### src/rtl/evt_enable_ctl.sv
`timescale 1ns/1ps
module evt_enable_ctl #(
  parameter logic [7:0] BC_ENABLE   = 8'h00,
  parameter logic [7:0] BC_DISABLE  = 8'h01,
  parameter logic [7:0] DIR_ENABLE  = 8'h80,
  parameter logic [7:0] DIR_DISABLE = 8'h81,
  parameter int         IBI_BIT     = 0,
  parameter int         CR_BIT      = 1,
  parameter int         HJ_BIT      = 3
) (
  input  logic       clk,
  input  logic       rst_n,
  input  logic       ccc_valid,
  input  logic [7:0] ccc_code,
  input  logic       ccc_bcast,
  input  logic       ccc_dir_hit,
  input  logic [7:0] ccc_data,
  input  logic       ibi_req,
  input  logic       hj_req,
  output logic       ibi_en,
  output logic       hj_en,
  output logic       cr_en,
  output logic [7:0] evt_ctl,
  output logic       ibi_go,
  output logic       hj_go
);

  logic ibi_q, hj_q;
  logic do_set, do_clr;

  assign do_set = ccc_valid &&
                  ((ccc_code == BC_ENABLE  &&  ccc_bcast) ||
                   (ccc_code == DIR_ENABLE && !ccc_bcast && ccc_dir_hit));
  assign do_clr = ccc_valid &&
                  ((ccc_code == BC_DISABLE  &&  ccc_bcast) ||
                   (ccc_code == DIR_DISABLE && !ccc_bcast && ccc_dir_hit));

  always_ff @(posedge clk or negedge rst_n) begin
    if (!rst_n) begin
      ibi_q <= 1'b1;
      hj_q  <= 1'b1;
    end else if (do_set) begin
      if (ccc_data[IBI_BIT]) ibi_q <= 1'b1;
      if (ccc_data[HJ_BIT])  hj_q  <= 1'b1;
    end else if (do_clr) begin
      if (ccc_data[IBI_BIT]) ibi_q <= 1'b0;
      if (ccc_data[HJ_BIT])  hj_q  <= 1'b0;
    end
  end

  assign ibi_en = ibi_q;
  assign hj_en  = hj_q;
  assign cr_en  = 1'b0;

  always_comb begin
    evt_ctl          = 8'h00;
    evt_ctl[IBI_BIT] = ibi_q;
    evt_ctl[CR_BIT]  = cr_en;
    evt_ctl[HJ_BIT]  = hj_q;
  end

  assign ibi_go = ibi_req & ibi_q;
  assign hj_go  = hj_req  & hj_q;

  p_ibi_set_r2: assert property (@(posedge clk) disable iff (!rst_n)
    (ccc_valid && ccc_bcast && ccc_code == BC_ENABLE && ccc_data[IBI_BIT]) |=> ibi_en);
  p_ibi_clr_r2: assert property (@(posedge clk) disable iff (!rst_n)
    (ccc_valid && ccc_bcast && ccc_code == BC_DISABLE && ccc_data[IBI_BIT]) |=> !ibi_en);
  p_hj_set_r3: assert property (@(posedge clk) disable iff (!rst_n)
    (ccc_valid && !ccc_bcast && ccc_dir_hit && ccc_code == DIR_ENABLE && ccc_data[HJ_BIT]) |=> hj_en);
  p_hj_clr_r3: assert property (@(posedge clk) disable iff (!rst_n)
    (ccc_valid && !ccc_bcast && ccc_dir_hit && ccc_code == DIR_DISABLE && ccc_data[HJ_BIT]) |=> !hj_en);
  p_resv_only_r4: assert property (@(posedge clk) disable iff (!rst_n)
    (ccc_valid && !ccc_data[IBI_BIT] && !ccc_data[HJ_BIT] && (ccc_data[7:4] != 4'h0 || ccc_data[2:1] != 2'b00))
    |=> $stable(evt_ctl));
  p_bad_code_r6: assert property (@(posedge clk) disable iff (!rst_n)
    (ccc_valid && ccc_code != BC_ENABLE && ccc_code != BC_DISABLE &&
     ccc_code != DIR_ENABLE && ccc_code != DIR_DISABLE) |=> $stable(evt_ctl));
  p_dir_miss_r7: assert property (@(posedge clk) disable iff (!rst_n)
    (ccc_valid && !ccc_bcast && !ccc_dir_hit) |=> $stable(evt_ctl));
  p_form_mismatch_r8: assert property (@(posedge clk) disable iff (!rst_n)
    (ccc_valid && ccc_bcast && (ccc_code == DIR_ENABLE || ccc_code == DIR_DISABLE)) |=> $stable(evt_ctl));
  p_idle_hold_r10: assert property (@(posedge clk) disable iff (!rst_n)
    !ccc_valid |=> $stable(evt_ctl));
  p_gate_block_r9: assert property (@(posedge clk) disable iff (!rst_n)
    !evt_ctl[HJ_BIT] |-> !hj_go);

endmodule

### config.mk
export PLATFORM = sky130hd
export DESIGN_NAME = evt_enable_ctl
export DESIGN_NICKNAME = d
export VERILOG_FILES = /design/src/rtl/evt_enable_ctl.sv
export SDC_FILE = /design/constraint.sdc
export NUM_CORES = 1
export LEC_CHECK = 0
export ABC_AREA = 1
export CORE_AREA = 2 2 39 41
export DETAILED_ROUTE_END_ITERATION = 12
export DIE_AREA = 0 0 41 43
export PLACE_DENSITY_LB_ADDON = 0.08
export SETUP_SLACK_MARGIN = 0.4
export SLEW_MARGIN = 15
export SYNTH_ARGS = -nofsm -noshare
export SYNTH_HDL_FRONTEND = slang
export SYNTH_SLANG_ARGS = --single-unit
export TNS_END_PERCENT = 50
### constraint.sdc
create_clock -name clk -period 0.95 [get_ports clk]
set_clock_uncertainty 0.1 [all_clocks]
set_input_delay 0.1425 -clock clk [delete_from_list [all_inputs] [get_ports clk]]
set_output_delay 0.1425 -clock clk [all_outputs]
set_load 0.02 [all_outputs]
==> After elaboration in Yosys (flattened, before gate mapping) <==
Cells that the tools add are included.
{ "totals": {"out_inout_bits": 13, "input_bits": 23, "regBits": 2, "word_cells": 34} }
{ "classes": {"reduce_logical": 15, "bitwise": 2, "muxes": 8, "n_eq_ne": 7} }
{ "op_table": {"columns": ["op", "n"], "rows": [
  ["8-bit equality test, second input constant", 2],
  ["8-bit by 1-bit equality test with 1-bit output, second input constant", 1],
  ["1-bit logical AND", 8],
  ["8-bit zero test", 1],
  ["1-bit two-way mux", 8],
  ["2-bit != test, second input constant", 4],
  ["3-bit AND reduction", 2],
  ["1-bit bitwise AND", 2],
  ["1-bit logical OR", 2],
  ["2-bit nonzero test", 1],
  ["1-bit zero test", 1]
]} }

==> Logic depth before layout (Yosys ltp) <==
{ "logic_depth": {"ltp_word": 7, "ltp_mapped": 6, "depth_no_buf": 6} }

==> Worst setup path before layout <==
No wires, ideal clock.
{ "synth_path": {"path_type": "reg2out", "start": "register hj_q, in the netlist hj_en", "end": "output port hj_go", "required_time_ns": 0.707, "path_stages_with_launch": 3, "slack_ns": -0.080, "t_arrival_ns": 0.788, "path_buffers": 0, "cell_sequence": "dfstp_2 -> nand2_1 -> inv_1"} }
{ "synth_between": {"elab_chain_cells": 1} }
{ "synth_rtl": {"columns": ["item", "line_no", "text"], "rows": [
  ["start: declaration", "28", "logic ibi_q, hj_q;"],
  ["start signal: assignment", "41", "hj_q <= 1'b1;"],
  ["start signal: assignment", "44", "if (ccc_data[HJ_BIT]) hj_q <= 1'b1;"],
  ["start signal: assignment", "47", "if (ccc_data[HJ_BIT]) hj_q <= 1'b0;"],
  ["1-bit bitwise AND", "63", "assign hj_go = hj_req & hj_q;"],
  ["end: declaration", "25", "output logic hj_go"]
]} }
Every way passes these cells.

==> Worst setup path after layout <==
Ends and elaborated chain as after synthesis.

==> flow_metrics.py <==
metrics = {
    "layout": {
        "regArea_um2": 52.6,
        "antennaDiodeCount": 0,
        "postLayoutCoreUtil_pct": 34.4,
        "nNetsFinal": 87,
        "areaGrowthSynthToFinish_pct": 99.5,
        "nFillCells": 155,
        "drive_gt1_share_pct": 30.6,
        "multi_input_area_um2": 128,
    },
    "route": {
        "firstDrtPassIters": 4,
        "ant_nets": 0,
        "dr_total_vias": 272,
        "wl_per_cell_um": 7.58,
        "viasPerCell": 3.49,
        "drcViolationCount": 0,
        "wl_um": 591,
        "drtIter0Drc": 4,
    },
    "power": {
        "totalPowerFinal_mw": 0.443,
        "ir_drop_v": 0.000319,
        "power_density_nw_per_um2": 929,
        "p_leak_nw": 0.242,
    },
    "global_route": {
        "track_usage_pct": 7.11,
        "grt_pass1_wl_um": 807,
        "grt_pass1_vias": 221,
        "antenna_found_initial": 0,
        "gr-total-overflow": 0,
        "grt_max_degree": 5,
    },
    "worst_setup_path": {
        "regToRegEndpoint": "ibi_en",
        "start_kind": "register",
        "critPathMaxStageDelay_ps": 550,
        "worstPathRequired_ps": 710,
        "worst_path_max_delay_cell": "dfstp_2",
        "crit_start": "hj_en",
        "cp_max_fo": 4,
        "worstPathCellList": "nand2_2 > inv_2 > buf_6",
        "r2r_setup_slack_ps": -50,
        "crit_end": "hj_go",
        "reg2regPathDepth": 4,
        "crit_arrival_ps": 980,
        "reg2reg_from": "ibi_en",
        "worstSetupEndpointType": "output port",
        "timing_worst_setup_path_type": "register to output port",
    },
    "synth": {
        "synth_cell_types": 9,
        "synth_seq_cells": 2,
        "synth_commonest_cells": "nand2_1, buf_4, inv_1",
        "synth_most_common_cell": "nand2_1",
        "synthTopCellsByArea": "buf_4, dfstp_2, nand2_1",
        "synth_edf_count": 0,
        "ys_seq_area_share_pct": 22.0,
        "ys_dominant_reg_cell": "dfstp_2",
        "netlist_instances": 37,
        "ys_warn_count": 0,
        "syn_avg_cell_area_um2": 6.46,
        "syn_area_um2": 239,
        "yosys.area.top_type": "buf_4",
        "ys_async_sr_fraction_pct": 100,
        "synth_top_area_share_pct": 28.3,
    },
    "clock_tree": {
        "clock_sinks": 2,
        "clk_latency_ps": 220,
        "root_buffer": "clkbuf_4",
        "clock_path_buffers": 2,
        "numCtsBuffers": 3,
        "cts_tree": "done",
        "cts.htree.levels": 1,
        "clkTransAtPathRegs_ps": 30,
    },
    "sta": {
        "rsz0062_at_grt": "true",
        "finalSetupViolations": 8,
        "post-route-period-util_pct": 128,
        "fin_setup_tns_ps": -1510,
        "drv_slew": 0,
        "fmax_mhz": 821,
        "finalWorstSetupSlack_ps": -269,
        "hold_viol": 0,
        "fin_crit_ps": 1220,
    },
    "floorplanning": {
        "rows": 14,
        "die_x_um": 41,
        "floorplan.initialDensity_pct": 17.3,
        "ioPinCount": 36,
        "fp.dieH_um": 43,
        "dieArea_um2": 1760,
        "core_um2": 1380,
    },
    "status": {
        "violations": "setup timing",
        "status": "finished, violations left",
    },
    "job": {
        "maxCapViolations": 0,
    },
    "placed_design": {
        "dp_hpwl_um": 497,
        "gp_congestion": 0.610,
        "port_buffers": 22,
    },
    "hold_path": {
        "min_path_type": "input port to async pin",
    },
}
[routing by layer]
| layer | up-vias | routed length, µm | GRT usage (%) |
|---|---|---|---|
| met1 | 108 | 226 | 7.03 |
| met2 | 15 | 285 | 10.3 |
| met4 | 0 | 0 | 6.00 |
| met3 | 0 | 79 | 3.66 |
| li1 | 149 | - | - |
| met5 | - | 0 | 0 |
[power breakdown]
group	switching, mW	total, mW	internal [mW]
Combinational	0.0711	0.159	0.0876
Sequential	0.00492	0.0983	0.0934
Clock	0.0467	0.186	0.139
Total	0.123	0.443	0.320
[cell type report]
type / count / share of cell area (%)
Sequential cell: 2 / 11.0
Tap cell: 16 / 4.20
Inverter: 5 / 3.94
Timing Repair Buffer: 25 / 49.3
Multi-Input combinational cell: 27 / 26.8
Clock buffer: 3 / 4.72
[worst min path at each step]
stage           from  endpoint  slack (ps)
2_1_floorplan  rst_n     hj_en        -110
3_3_place_gp   rst_n     hj_en         400
3_5_place_dp   rst_n     hj_en         390
4_1_cts        rst_n     hj_en         150
5_1_grt        rst_n     hj_en         180
6_report       rst_n     hj_en         160
[sequential cells by signal, summed over array words and instances (netlist names)]
| name | flops |
|---|---|
| ibi_en | 1 |
| hj_en | 1 |
[kinds of logic (layout without fill, tap and decap cells)]
logic type             count (synthesis)  count (layout)  synth area share (%)
buffers and inverters                 14              33                  36.1
AOI/OAI and AO/OA                      1               1                  3.14
other                                  1               7                  1.57
DFF                                    2               2                  22.0
and+or+nand+nor                       19              19                  37.2
[stage by stage]
step                hold WS (ps)  instances  area (µm²)  setup slack, ps
floorplan                   -105         43         262            -50.2
global placement             404         74         449             -568
detailed placement           393         74         449             -567
CTS                          153         78         472             -281
global route                 177         78         477             -304
finish                       163         78         477             -269
[placed cells by master, fill, tap and decap left out, drive strengths merged]
cell type      count
conb               7
nand2             10
clkdlybuf4s50     16
buf                9
clkbuf             3
nor2               5
nand4              4
inv                5
a21o               1
dfstp              2
[critical path, delay by kind of cell (launching register included)]
| family | cells | cell delay, ps |
|---|---|---|
| buffers and inverters | 2 | 150 |
| flip-flops | 1 | 550 |
| AND/OR/NAND/NOR | 1 | 50 |
[what timing repair did]
item / 4_1_cts / 5_1_grt
setup buffers: 1 / 0
setup endpoints to repair: 8 / 8
hold buffers: 0 / 0
hold endpoints to repair: 0 / 0
pin swaps: 2 / 0
resized for setup: 32 / 2
Note: power is estimated with default switching activity, not from simulation.
